[src/rtl/arb_pkg.sv]
package arb_pkg;
    localparam int NSRC    = 3;
    localparam int SRC_MIS = 0;
    localparam int SRC_WRB = 1;
    localparam int SRC_PFT = 2;

    typedef enum logic [1:0] {
        PICK_NONE,
        PICK_MISS,
        PICK_WRITE,
        PICK_PREF
    } pick_e;

    function automatic logic [NSRC-1:0] pick_to_onehot(input pick_e p);
        logic [NSRC-1:0] oh;
        oh = '0;
        case (p)
            PICK_MISS:  oh[SRC_MIS] = 1'b1;
            PICK_WRITE: oh[SRC_WRB] = 1'b1;
            PICK_PREF:  oh[SRC_PFT] = 1'b1;
            default:    oh = '0;
        endcase
        return oh;
    endfunction
endpackage

[src/rtl/arb_select.sv]
module arb_select
    import arb_pkg::*;
#(
    parameter int AW   = 32,
    parameter int OFFW = 6,
    parameter int OW   = 8,
    parameter int IW   = 3,
    parameter int CW   = 4
) (
    input  logic            miss_vld,
    input  logic [AW-1:0]   miss_addr,
    input  logic [IW-1:0]   miss_idx,
    input  logic            miss_full,
    input  logic            wb_vld,
    input  logic [AW-1:0]   wb_addr,
    input  logic [OW-1:0]   wb_ord,
    input  logic [IW-1:0]   wb_idx,
    input  logic            wb_full,
    input  logic [CW-1:0]   wb_insvc,
    input  logic            pf_vld,
    input  logic [AW-1:0]   pf_addr,
    input  logic            mq_look_hit,
    input  logic [OW-1:0]   mq_look_ord,
    input  logic [IW-1:0]   mq_look_idx,
    input  logic            wb_look_hit,
    input  logic [IW-1:0]   wb_look_idx,
    output logic [AW-1:0]   mq_look_addr,
    output logic [AW-1:0]   wb_look_addr,
    output logic            cand_vld,
    output logic [NSRC-1:0] cand_src,
    output logic [IW-1:0]   cand_idx,
    output logic [AW-1:0]   cand_addr
);
    localparam logic [AW-1:0] BLK_MASK = {{(AW-OFFW){1'b1}}, {OFFW{1'b0}}};

    logic  wb_urgent;
    logic  take_write_side;
    pick_e pick;

    always_comb begin
        mq_look_addr    = wb_addr & BLK_MASK;
        wb_look_addr    = miss_addr & BLK_MASK;
        wb_urgent       = wb_full && (wb_insvc == '0);
        take_write_side = wb_vld && (!miss_vld || wb_urgent);
        pick            = PICK_NONE;
        cand_idx        = '0;
        cand_addr       = '0;

        if (take_write_side) begin
            if (wb_urgent && mq_look_hit && (mq_look_ord < wb_ord)) begin
                // older miss on the same block leaves first
                pick      = PICK_MISS;
                cand_idx  = mq_look_idx;
                cand_addr = mq_look_addr;
            end else begin
                pick      = PICK_WRITE;
                cand_idx  = wb_idx;
                cand_addr = mq_look_addr;
            end
        end else if (miss_vld) begin
            if (!wb_full && wb_look_hit) begin
                // drain a pending write to the miss's block first
                pick      = PICK_WRITE;
                cand_idx  = wb_look_idx;
                cand_addr = wb_look_addr;
            end else begin
                pick      = PICK_MISS;
                cand_idx  = miss_idx;
                cand_addr = wb_look_addr;
            end
        end else if (pf_vld && !miss_full) begin
            pick      = PICK_PREF;
            cand_idx  = '0;
            cand_addr = pf_addr & BLK_MASK;
        end

        cand_vld = (pick != PICK_NONE);
        cand_src = pick_to_onehot(pick);
    end
endmodule

[src/rtl/arb_grant_reg.sv]
module arb_grant_reg
    import arb_pkg::*;
#(
    parameter int AW   = 32,
    parameter int OFFW = 6,
    parameter int IW   = 3
) (
    input  logic            clk,
    input  logic            rst_n,
    input  logic            cand_vld,
    input  logic [NSRC-1:0] cand_src,
    input  logic [IW-1:0]   cand_idx,
    input  logic [AW-1:0]   cand_addr,
    input  logic            accept,
    output logic            gnt_vld,
    output logic [NSRC-1:0] gnt_src,
    output logic [IW-1:0]   gnt_idx,
    output logic [AW-1:0]   gnt_addr
);
    typedef struct packed {
        logic            vld;
        logic [NSRC-1:0] src;
        logic [IW-1:0]   idx;
        logic [AW-1:0]   addr;
    } gnt_t;

    gnt_t st_d, st_q;

    always_comb begin
        st_d = st_q;
        if (st_q.vld) begin
            if (accept) begin
                st_d = '0;
            end
        end else if (cand_vld) begin
            st_d.vld  = 1'b1;
            st_d.src  = cand_src;
            st_d.idx  = cand_idx;
            st_d.addr = cand_addr;
        end
    end

    always_ff @(posedge clk) begin
        if (!rst_n) begin
            st_q <= '0;
        end else begin
            st_q <= st_d;
        end
    end

    assign gnt_vld  = st_q.vld;
    assign gnt_src  = st_q.src;
    assign gnt_idx  = st_q.idx;
    assign gnt_addr = st_q.addr;

    assert_hold_R9: assert property (@(posedge clk) disable iff (!rst_n)
        (gnt_vld && !accept) |=> (gnt_vld && $stable(gnt_src) && $stable(gnt_idx) && $stable(gnt_addr)));

    assert_release_R9: assert property (@(posedge clk) disable iff (!rst_n)
        (gnt_vld && accept) |=> !gnt_vld);

    assert_onehot_R11: assert property (@(posedge clk) disable iff (!rst_n)
        gnt_vld ? ($countones(gnt_src) == 1) : (gnt_src == '0));

    assert_aligned_R10: assert property (@(posedge clk) disable iff (!rst_n)
        gnt_vld |-> (gnt_addr[OFFW-1:0] == '0));
endmodule

[src/rtl/mem_req_arbiter.sv]
module mem_req_arbiter
    import arb_pkg::*;
#(
    parameter int AW   = 32,
    parameter int OFFW = 6,
    parameter int OW   = 8,
    parameter int IW   = 3,
    parameter int CW   = 4
) (
    input  logic          clk,
    input  logic          rst_n,
    input  logic          miss_vld,
    input  logic [AW-1:0] miss_addr,
    input  logic [OW-1:0] miss_ord,
    input  logic [IW-1:0] miss_idx,
    input  logic          miss_full,
    input  logic          wb_vld,
    input  logic [AW-1:0] wb_addr,
    input  logic [OW-1:0] wb_ord,
    input  logic [IW-1:0] wb_idx,
    input  logic          wb_full,
    input  logic [CW-1:0] wb_insvc,
    input  logic          pf_vld,
    input  logic [AW-1:0] pf_addr,
    output logic [AW-1:0] mq_look_addr,
    input  logic          mq_look_hit,
    input  logic [OW-1:0] mq_look_ord,
    input  logic [IW-1:0] mq_look_idx,
    output logic [AW-1:0] wb_look_addr,
    input  logic          wb_look_hit,
    input  logic [IW-1:0] wb_look_idx,
    input  logic          accept,
    output logic          gnt_vld,
    output logic [2:0]    gnt_src,
    output logic [IW-1:0] gnt_idx,
    output logic [AW-1:0] gnt_addr
);
    logic            cand_vld;
    logic [NSRC-1:0] cand_src;
    logic [IW-1:0]   cand_idx;
    logic [AW-1:0]   cand_addr;
    logic            miss_ord_unused;

    // the head miss age only matters through the lookup path
    assign miss_ord_unused = ^miss_ord;

    arb_select #(.AW(AW), .OFFW(OFFW), .OW(OW), .IW(IW), .CW(CW)) u_select (
        .miss_vld     (miss_vld),
        .miss_addr    (miss_addr),
        .miss_idx     (miss_idx),
        .miss_full    (miss_full),
        .wb_vld       (wb_vld),
        .wb_addr      (wb_addr),
        .wb_ord       (wb_ord),
        .wb_idx       (wb_idx),
        .wb_full      (wb_full),
        .wb_insvc     (wb_insvc),
        .pf_vld       (pf_vld),
        .pf_addr      (pf_addr),
        .mq_look_hit  (mq_look_hit),
        .mq_look_ord  (mq_look_ord),
        .mq_look_idx  (mq_look_idx),
        .wb_look_hit  (wb_look_hit),
        .wb_look_idx  (wb_look_idx),
        .mq_look_addr (mq_look_addr),
        .wb_look_addr (wb_look_addr),
        .cand_vld     (cand_vld),
        .cand_src     (cand_src),
        .cand_idx     (cand_idx),
        .cand_addr    (cand_addr)
    );

    arb_grant_reg #(.AW(AW), .OFFW(OFFW), .IW(IW)) u_grant (
        .clk       (clk),
        .rst_n     (rst_n),
        .cand_vld  (cand_vld),
        .cand_src  (cand_src),
        .cand_idx  (cand_idx),
        .cand_addr (cand_addr),
        .accept    (accept),
        .gnt_vld   (gnt_vld),
        .gnt_src   (gnt_src),
        .gnt_idx   (gnt_idx),
        .gnt_addr  (gnt_addr)
    );

    assert_pf_gate_R8: assert property (@(posedge clk) disable iff (!rst_n)
        ($rose(gnt_vld) && gnt_src[SRC_PFT]) |-> $past(!miss_full && !miss_vld && !wb_vld));

    assert_older_miss_R6: assert property (@(posedge clk) disable iff (!rst_n)
        ($rose(gnt_vld) && gnt_src[SRC_WRB] && $past(wb_full && (wb_insvc == '0) && wb_vld && mq_look_hit))
        |-> $past(mq_look_ord >= wb_ord));
endmodule

[config.mk]
export PLATFORM = sky130hd
export DESIGN_NAME = mem_req_arbiter
export DESIGN_NICKNAME = d
export VERILOG_FILES = /design/src/rtl/arb_pkg.sv /design/src/rtl/arb_select.sv /design/src/rtl/arb_grant_reg.sv /design/src/rtl/mem_req_arbiter.sv
export SDC_FILE = /design/constraint.sdc
export NUM_CORES = 1
export LEC_CHECK = 0
export BUFFER_PORTS_ARGS = -buffer_cell sky130_fd_sc_hd__buf_4
export CORE_AREA = 2 2 98 100
export DETAILED_ROUTE_END_ITERATION = 16
export DIE_AREA = 0 0 100 102
export PLACE_DENSITY_LB_ADDON = 0.08
export SYNTH_ARGS = -nofsm -noshare
export SYNTH_HDL_FRONTEND = slang
export SYNTH_SLANG_ARGS = --single-unit
[constraint.sdc]
create_clock -name clk -period 1.68 [get_ports clk]
set_clock_uncertainty 0.1 [all_clocks]
set_input_delay 0.252 -clock clk [delete_from_list [all_inputs] [get_ports clk]]
set_output_delay 0.252 -clock clk [all_outputs]
set_load 0.02 [all_outputs]
==> flow_metrics.env, run 1 <==
export IMPL_ys_flop_type="dfxtp_1"
export IMPL_synth_top_area_frac=0.246
export IMPL_slew_headroom=0.648
export IMPL_crit_fanout=14
export IMPL_hold_slack_ps=72.7
export IMPL_powerDensity_nw_per_um2=653
export IMPL_fmax_ghz=0.652
export IMPL_grt_pass1_vias=2659
export IMPL_criticalPathCategory="flop to flop"
export IMPL_cts_hold_buffers=0
export IMPL_leakage_nw=1.90
export IMPL_cts_max_path_buffers=2
export IMPL_setup_viol=0
export IMPL_antenna_found_initial=0
export IMPL_die_w_um=100
export IMPL_dieArea_sq_um=10200
export IMPL_core_sq_um=9110
export IMPL_syn_area_per_cell_sq_um=7.27
export IMPL_multi_input_area_sq_um=1420
export IMPL_async_flop_share=0
export IMPL_worst_slew_pin_slew_ps=526
export IMPL_n_fill_cell=956
export IMPL_reg2reg_slack_ps=150
export IMPL_cts_setup_buffers=0
export IMPL_antenna_cells=0
export IMPL_ioPinCount=249
export IMPL_hold_path_class="input port to flop"
export IMPL_required_ps=1780
export IMPL_rsz0062_at_grt="false"
export IMPL_finalWeightedCongestion=0.821
export IMPL_grt_pass1_wl_um=13000
export IMPL_hold_violations=0
export IMPL_peakVddDrop_mv=0.370
export IMPL_drive_gt1_frac=0.453
export IMPL_die_h_um=102
export IMPL_drcViolationCount=0
export IMPL_startpoint_type="flop"
export IMPL_synth_area_sq_um=2680
export IMPL_grt_overflow_total=0
export IMPL_postPlaceCellArea_sq_um=3970
export IMPL_stdcell_area_sq_um=4090
export IMPL_avgViaCountPerCell=4.72
export IMPL_clk_pin_slew_ps=70
export IMPL_cts_root_buf="clkbuf_8"
export IMPL_cts_buffers=5
export IMPL_min_period_over_period=0.913
export IMPL_dp_cells=622
export IMPL_ys_seq_area_frac=0.246
export IMPL_ff_latch_area_sq_um=662
export IMPL_grt_usage=0.159
export IMPL_arrival_ps=1640
export IMPL_synth_area_leaders="dfxtp_1, buf_4, o211ai_1, nand2_1, a21oi_1"
export IMPL_drt_wirelength_per_cell_um=14.0
export IMPL_vias=2974
export IMPL_insertion_delay_ps=270
export IMPL_ctsResizeCount=0
export IMPL_synth_warnings=0
export IMPL_area_delta_synth_final_pct=52.3
export IMPL_drt_iter0_markers=68
export IMPL_synth_area_leader_cell="dfxtp_1"
export IMPL_cap_violations=0
export IMPL_netlist_instances=369
export IMPL_grt_max_degree=39
export IMPL_report_final_slew_viol_count=0
export IMPL_synth_seq_cells=33
export IMPL_status="finished clean"
export IMPL_dp_hpwl_um=6860
export IMPL_wl_um=8830
export IMPL_initial_core_util=0.295
export IMPL_synth_distinct_cells=34
export IMPL_cts_sinks=33
export IMPL_io_buffers=204
export IMPL_layout_nets=671
export IMPL_ant_nets=0
export IMPL_drt_pass1_iter_count=4
export IMPL_fin_crit_ps=1530
export IMPL_cts_tree="built"
export IMPL_cp_end_kind="flop"
export IMPL_fp_row_count=35
export IMPL_htree_levels=2
export IMPL_synth_edff_count=0
export IMPL_finalNonFillerCells=630
export IMPL_finalPower_w=0.00267
[synth_stat cells (2+ instances only)]
library cell  number
nor2b_1            3
a211oi_1           8
clkbuf_1          10
o21ai_0            5
and3b_1            3
a32oi_1            3
nor3_1             5
o211ai_1          54
ha_1               7
nand2_1           82
nor2_1             6
buf_2             12
a21oi_1           30
nand4_1            2
buf_4             72
inv_1             10
nand2b_1           2
nor4_1             3
dfxtp_1           33
nand3_1            3
a31o_1             3
[registers in the layout (all words and copies together), names as in the netlist]
| signal | count |
|---|---|
| u_grant.gnt_addr | 26 |
| u_grant.gnt_idx | 3 |
| u_grant.gnt_src | 3 |
| u_grant.gnt_vld | 1 |
[cells in the final DEF, fill, tap and decap left out, drive strengths merged, types with 5 or more instances in the layout]
cell type  count
clkbuf         7
conb          18
o211ai        54
nand2         82
nor3           6
a21oi         31
inv           10
ha             7
dfxtp         33
nor2           6
buf          221
a211oi         8
o21ai          5
[final cells by class]
class	instances	share of cell area
repair buffers	221	0.419
multi-input cells	247	0.347
flip-flops and latches	33	0.162
well taps	111	0.0340
clock buffers	7	0.0211
inverters	10	0.00918
clock inverters	1	0.00735
[kinds of logic (layout without fill, tap and decap cells)]
family / Yosys count / count (layout) / synth area share
AO/OA/AOI/OAI: 108 / 108 / 0.276
other: 1 / 18 / 0.00140
AND/OR/NAND/NOR: 114 / 114 / 0.189
flip-flops: 33 / 33 / 0.246
adder cells (fa/ha/maj): 7 / 7 / 0.0326
buffers and inverters: 106 / 239 / 0.255
[routing by layer]
| metal | wire length, um | vias up | global-route usage |
|---|---|---|---|
| met2 | 4490 | 128 | 0.290 |
| met4 | 68 | 0 | 0.0390 |
| met5 | 0 | - | 0 |
| li1 | - | 1509 | - |
| met3 | 603 | 7 | 0.0274 |
| met1 | 3660 | 1330 | 0.196 |
[power by group]
| group | leakage [nW] | switching (W) | internal (W) |
|---|---|---|---|
| combinational | 1.57 | 0.000532 | 0.000487 |
| sequential | 0.271 | 0.0000363 | 0.000839 |
| clock | 0.0585 | 0.000291 | 0.000484 |
[worst max-delay path, cell delays in order, from the launching register on]
cell and delay, ps:
dfxtp_2 430, nor2b_1 200, a21o_1 220, buf_6 200, a32oi_1 120, nor3_1 190
[final timing paths]
check | startpoint | to | depth (start not counted)
worst max-delay path | u_grant.gnt_vld | u_grant.gnt_idx[1] | 5
worst min-delay path | accept | u_grant.gnt_vld | 2
worst max register to register | u_grant.gnt_vld | u_grant.gnt_idx[1] | 5
worst min register to register | u_grant.gnt_addr[21] | u_grant.gnt_addr[21] | 2
[through the flow]
stage,setup slack (ps),utilization,setup TNS (ps)
detailed placement,-100,0.436,-427
global placement,-81.7,0.436,-318
global route,30.2,0.449,0
floorplan,58.6,-,0
CTS,109,0.448,0
finish,147,0.449,0
Power figures use the tool's default switching activity.
==> inputs of run 2 (changes only) <==
Settings changed: HOLD_SLACK_MARGIN from default to 0.08.
==> flow_metrics.env, run 2 (synthesis gave the netlist of run 1 again) <==
export IMPL_htree_levels=2
export IMPL_cts_setup_buffers=0
export IMPL_routed_wl_met3_um=603
export IMPL_wl_um=8820
export IMPL_final_cell_mix="buf_4, nand2_1, o211ai_1"
export IMPL_hold_path_depth=3
export IMPL_powerDensity_nw_per_um2=652
export IMPL_p_switching_w=0.000859
export IMPL_ff_latch_area_sq_um=662
export IMPL_grt_pass1_vias=2658
export IMPL_required_ps=1780
export IMPL_cts_sinks=33
export IMPL_final_util=0.450
export IMPL_routed_top_layer="met4"
export IMPL_min_period_over_period=0.919
export IMPL_arrival_ps=1650
export IMPL_drt_wirelength_per_cell_um=14.0
export IMPL_rsz0062_at_grt="false"
export IMPL_hold_violations=0
export IMPL_grt_max_degree=39
export IMPL_clkPwrFrac=0.290
export IMPL_hold_slack_ps=140
export IMPL_hold_start="mq_look_idx[2]"
export IMPL_avgViaCountPerCell=4.72
export IMPL_initial_core_util=0.295
export IMPL_swShare=0.322
export IMPL_ant_nets=0
export IMPL_power_frac_seq=0.328
export IMPL_cts_root_buf="clkbuf_8"
export IMPL_grt_pass1_wl_um=13000
export IMPL_slew_headroom=0.648
export IMPL_fp_row_count=35
export IMPL_wl_met1_um=3670
export IMPL_cpMaxStageDelayCell="dfxtp_2"
export IMPL_fmax_ghz=0.648
export IMPL_multi_input_area_sq_um=1420
export IMPL_die_h_um=102
export IMPL_reg2reg_from="u_grant.gnt_vld"
export IMPL_setup_viol=0
export IMPL_vias=2976
export IMPL_cts_buffers=5
export IMPL_crit_fanout=14
export IMPL_dieArea_sq_um=10200
export IMPL_cap_violations=0
export IMPL_final_setup_tns_ps=0
export IMPL_worst_slew_pin_slew_ps=526
export IMPL_drive_gt1_frac=0.452
export IMPL_fin_crit_ps=1540
export IMPL_clk_pin_slew_ps=70
export IMPL_cp_end_kind="flop"
export IMPL_peakVddDrop_mv=0.370
export IMPL_report_final_slew_viol_count=0
export IMPL_n_fill_cell=957
export IMPL_leakage_nw=1.91
export IMPL_ff2ff_path_depth=5
export IMPL_antenna_cells=0
export IMPL_critical_path_top_delay_family="flip-flops"
export IMPL_grt_usage=0.159
export IMPL_drt_iter0_markers=71
export IMPL_drcViolationCount=0
export IMPL_layout_commonest_cell="buf_4"
export IMPL_whs_endpoint="u_grant.gnt_idx[2]"
export IMPL_cp_slowest_stage_delay_ps=440
export IMPL_area_delta_synth_final_pct=52.7
export IMPL_drt_pass1_iter_count=4
export IMPL_comb_power_share=0.382
export IMPL_die_w_um=100
export IMPL_status="finished clean"
export IMPL_criticalPathCategory="flop to flop"
export IMPL_p_int_w=0.00181
export IMPL_insertion_delay_ps=270
export IMPL_ioPinCount=249
export IMPL_dp_hpwl_um=6860
export IMPL_antenna_found_initial=0
export IMPL_largest_register_ffs=26
export IMPL_core_sq_um=9110
export IMPL_cts_max_path_buffers=2
export IMPL_layout_nets=672
export IMPL_met2RoutedLength_um=4480
export IMPL_reg2reg_slack_ps=140
export IMPL_timing_critical_path_buf_inv=1
export IMPL_path_cells="nor2b_1 > a21o_1 > buf_6 > a32oi_1 > nor3_1"
export IMPL_io_buffers=204
export IMPL_grt_overflow_total=0
export IMPL_finalWeightedCongestion=0.821
export IMPL_startpoint_type="flop"
export IMPL_hold_path_class="input port to flop"
export IMPL_reg2reg_to="u_grant.gnt_idx[1]"
export IMPL_cts_tree="built"
run 2: changes by cell type in the layout (fill, tap and decap cells not counted):
cell and change:
dlygate4sd3_1 +1
run 2: worst min-delay path, cell delays in order:
cell	delay [ps]
buf_4	80
nor4_1	40
nor3_1	100
run 2: area by class of cell:
type	count	area share
repair buffers	222	0.420
multi-input cells	247	0.347
flip-flops and latches	33	0.162
well taps	111	0.0339
clock buffers	7	0.0211
inverters	10	0.00916
clock inverters	1	0.00733
run 2: power groups by stage:
stage                     clock, W  sequential, W  combinational [W]
after floorplan                  0       0.000953           0.000552
after global placement           0       0.000892            0.00102
after detailed placement         0       0.000893            0.00103
after CTS                 0.000802       0.000875            0.00103
after global routing      0.000836       0.000882            0.00111
final                     0.000774       0.000876            0.00102
run 2: how the worst max path moves through the flow:
| stage | from | to | slack, ps | cells past startpoint |
|---|---|---|---|---|
| final | u_grant.gnt_vld | u_grant.gnt_idx[1] | 140 | 5 |
| after global routing | u_grant.gnt_vld | u_grant.gnt_addr[28] | 30 | 5 |
| after CTS | u_grant.gnt_vld | u_grant.gnt_idx[1] | 110 | 5 |
| after detailed placement | wb_ord[7] | u_grant.gnt_idx[0] | -100 | 8 |
| after global placement | wb_ord[7] | u_grant.gnt_idx[2] | -80 | 8 |
| after floorplan | u_grant.gnt_vld | u_grant.gnt_idx[0] | 60 | 7 |
run 2: stage by stage:
step	instances	instance area (sq um)	total power, W	worst slack (ps)
floorplan	386	2750	0.00150	58.6
finish	631	4100	0.00267	137
global placement	622	3970	0.00191	-81.7
detailed placement	622	3970	0.00192	-100
global route	631	4100	0.00283	30.2
CTS	631	4090	0.00271	109
run 2: layer usage:
| layer | vias to the layer above | global-route usage |
|---|---|---|
| li1 | 1511 | - |
| met1 | 1330 | 0.196 |
| met2 | 128 | 0.290 |
| met3 | 7 | 0.0274 |
| met4 | 0 | 0.0390 |
| met5 | - | 0 |
run 2: repair_timing:
item | 4_1_cts | 5_1_grt
setup endpoints to repair | 0 | 1
resized for setup | 0 | 1
endpoints found under the hold margin | 1 | 0
hold buffers | 1 | 0
==> inputs of run 3 (changes only) <==
Settings changed: PLACE_DENSITY from default to 0.69, PLACE_DENSITY_LB_ADDON 0.08 to default, SETUP_SLACK_MARGIN from default to 0.1.
==> flow_metrics.env, run 3 (synthesis gave the netlist of run 1 again) <==
export IMPL_status="finished clean"
export IMPL_antenna_found_initial=0
export IMPL_layout_commonest_cell="buf_4"
export IMPL_cts_buffers=5
export IMPL_final_util=0.455
export IMPL_io_buffers=204
export IMPL_cts_max_path_buffers=2
export IMPL_ant_nets=0
export IMPL_htree_levels=2
export IMPL_dieArea_sq_um=10200
export IMPL_clk_pin_slew_ps=70
export IMPL_cts_setup_buffers=0
export IMPL_finalWeightedCongestion=0.787
export IMPL_ioPinCount=249
export IMPL_p_switching_w=0.000869
export IMPL_fmax_ghz=0.666
export IMPL_initial_core_util=0.295
export IMPL_largest_register_ffs=26
export IMPL_cts_sinks=33
export IMPL_dp_cells=626
export IMPL_cp_slowest_stage_delay_ps=370
export IMPL_drive_gt1_frac=0.477
export IMPL_criticalPathCategory="input port to flop"
export IMPL_final_setup_tns_ps=0
export IMPL_fin_crit_ps=1500
export IMPL_comb_power_share=0.417
export IMPL_arrival_ps=1580
export IMPL_rsz0062_at_grt="true"
export IMPL_antenna_cells=0
export IMPL_p_int_w=0.00163
export IMPL_critical_path_top_delay_family="simple AND/OR/NAND/NOR gates"
export IMPL_core_sq_um=9110
export IMPL_grt_max_degree=37
export IMPL_layout_setup_ws_ps=178
export IMPL_required_ps=1750
export IMPL_cpMaxStageDelayCell="or3_4"
export IMPL_cap_violations=0
export IMPL_leakage_nw=1.90
export IMPL_grt_pass1_vias=2850
export IMPL_grt_overflow_total=0
export IMPL_crit_fanout=4
export IMPL_die_w_um=100
export IMPL_report_final_slew_viol_count=0
export IMPL_min_period_over_period=0.894
export IMPL_cp_end_kind="flop"
export IMPL_layout_nets=676
export IMPL_setup_viol=0
export IMPL_timing_critical_path_buf_inv=2
export IMPL_startpoint_type="input port"
export IMPL_path_cells="buf_4 > inv_2 > ha_4 > a21oi_1 > nor2_1 > or3_4 > nor4_2 > nor3_1"
export IMPL_avgViaCountPerCell=4.80
export IMPL_pre_cts_ws_ps=-121
export IMPL_drt_pass1_iter_count=4
export IMPL_die_h_um=102
export IMPL_peakVddDrop_mv=0.306
export IMPL_vias=3046
export IMPL_insertion_delay_ps=280
export IMPL_final_cell_mix="buf_4, nand2_1, o211ai_1"
export IMPL_finalNonFillerCells=635
export IMPL_clkPwrFrac=0.234
export IMPL_grt_pass1_wl_um=13200
export IMPL_dp_hpwl_um=6950
export IMPL_cts_root_buf="clkbuf_8"
export IMPL_swShare=0.347
export IMPL_area_delta_synth_final_pct=54.5
export IMPL_cts_tree="built"
export IMPL_drt_iter0_markers=72
export IMPL_powerDensity_nw_per_um2=603
export IMPL_hold_violations=0
export IMPL_wl_um=8640
export IMPL_fp_row_count=35
export IMPL_power_frac_seq=0.349
export IMPL_drcViolationCount=0
export IMPL_drt_wirelength_per_cell_um=13.6
export IMPL_grt_usage=0.159
export IMPL_hold_path_class="input port to flop"
[run 3: changes by cell type in the layout (fill, tap and decap cells not counted), moves of 2 or more]
cell / before / now
ha_4: 0 / 2
a211oi_1: 8 / 4
inv_1: 10 / 8
clkbuf_1: 1 / 3
buf_4: 216 / 222
nor4_1: 3 / 0
ha_1: 7 / 5
nor4_2: 0 / 3
a211oi_2: 0 / 4
[run 3: power groups by stage]
stage	registers, W	clock network [W]	logic (W)
2_1_floorplan	0.000953	0	0.000564
3_3_place_gp	0.000886	0	0.00103
3_5_place_dp	0.000889	0	0.00105
4_1_cts	0.000872	0.000616	0.00105
5_1_grt	0.000878	0.000638	0.00113
6_report	0.000872	0.000586	0.00104
[run 3: what timing repair did]
action / 4_1_cts / 5_1_grt
hold buffers: 1 / 0
gates resized for setup: 0 / 1
endpoints found under the hold margin: 1 / 0
setup endpoints to repair: 0 / 23
[run 3: tightest hold or removal path, cell delays in order]
cell and delay, ps:
buf_4 80, a211oi_2 30, nor3_1 110
[run 3: worst paths after layout]
kind                             start              endpoint  slack [ps]  cells past startpoint
setup / recovery             wb_ord[5]    u_grant.gnt_idx[1]         180                      8
hold / removal               wb_idx[1]    u_grant.gnt_idx[1]         130                      3
setup reg to reg       u_grant.gnt_vld    u_grant.gnt_idx[2]         200                      5
hold reg to reg   u_grant.gnt_addr[23]  u_grant.gnt_addr[23]         360                      2
[run 3: final cells by class]
class                   instances  area (sq um)
clock buffers                   8          80.1
fillers                       932          4960
inverters                      10          40.0
multi-input cells             247          1490
flip-flops and latches         33           662
well taps                     111           139
repair buffers                226          1740
[run 3: metal layers]
layer	vias to the layer above	share of wire	track usage
met1	1380	0.38	0.173
met3	15	0.070	0.0376
met2	140	0.52	0.297
met5	-	0	0
met4	0	0.024	0.0653
li1	1511	-	-
[run 3: stage by stage]
stage | area (sq um) | hold slack, ps | power (W)
finish | 4150 | 129 | 0.00250
global route | 4150 | 148 | 0.00264
CTS | 4150 | 128 | 0.00254
detailed placement | 4060 | 348 | 0.00194
global placement | 4060 | 342 | 0.00192
floorplan | 2830 | 257 | 0.00152
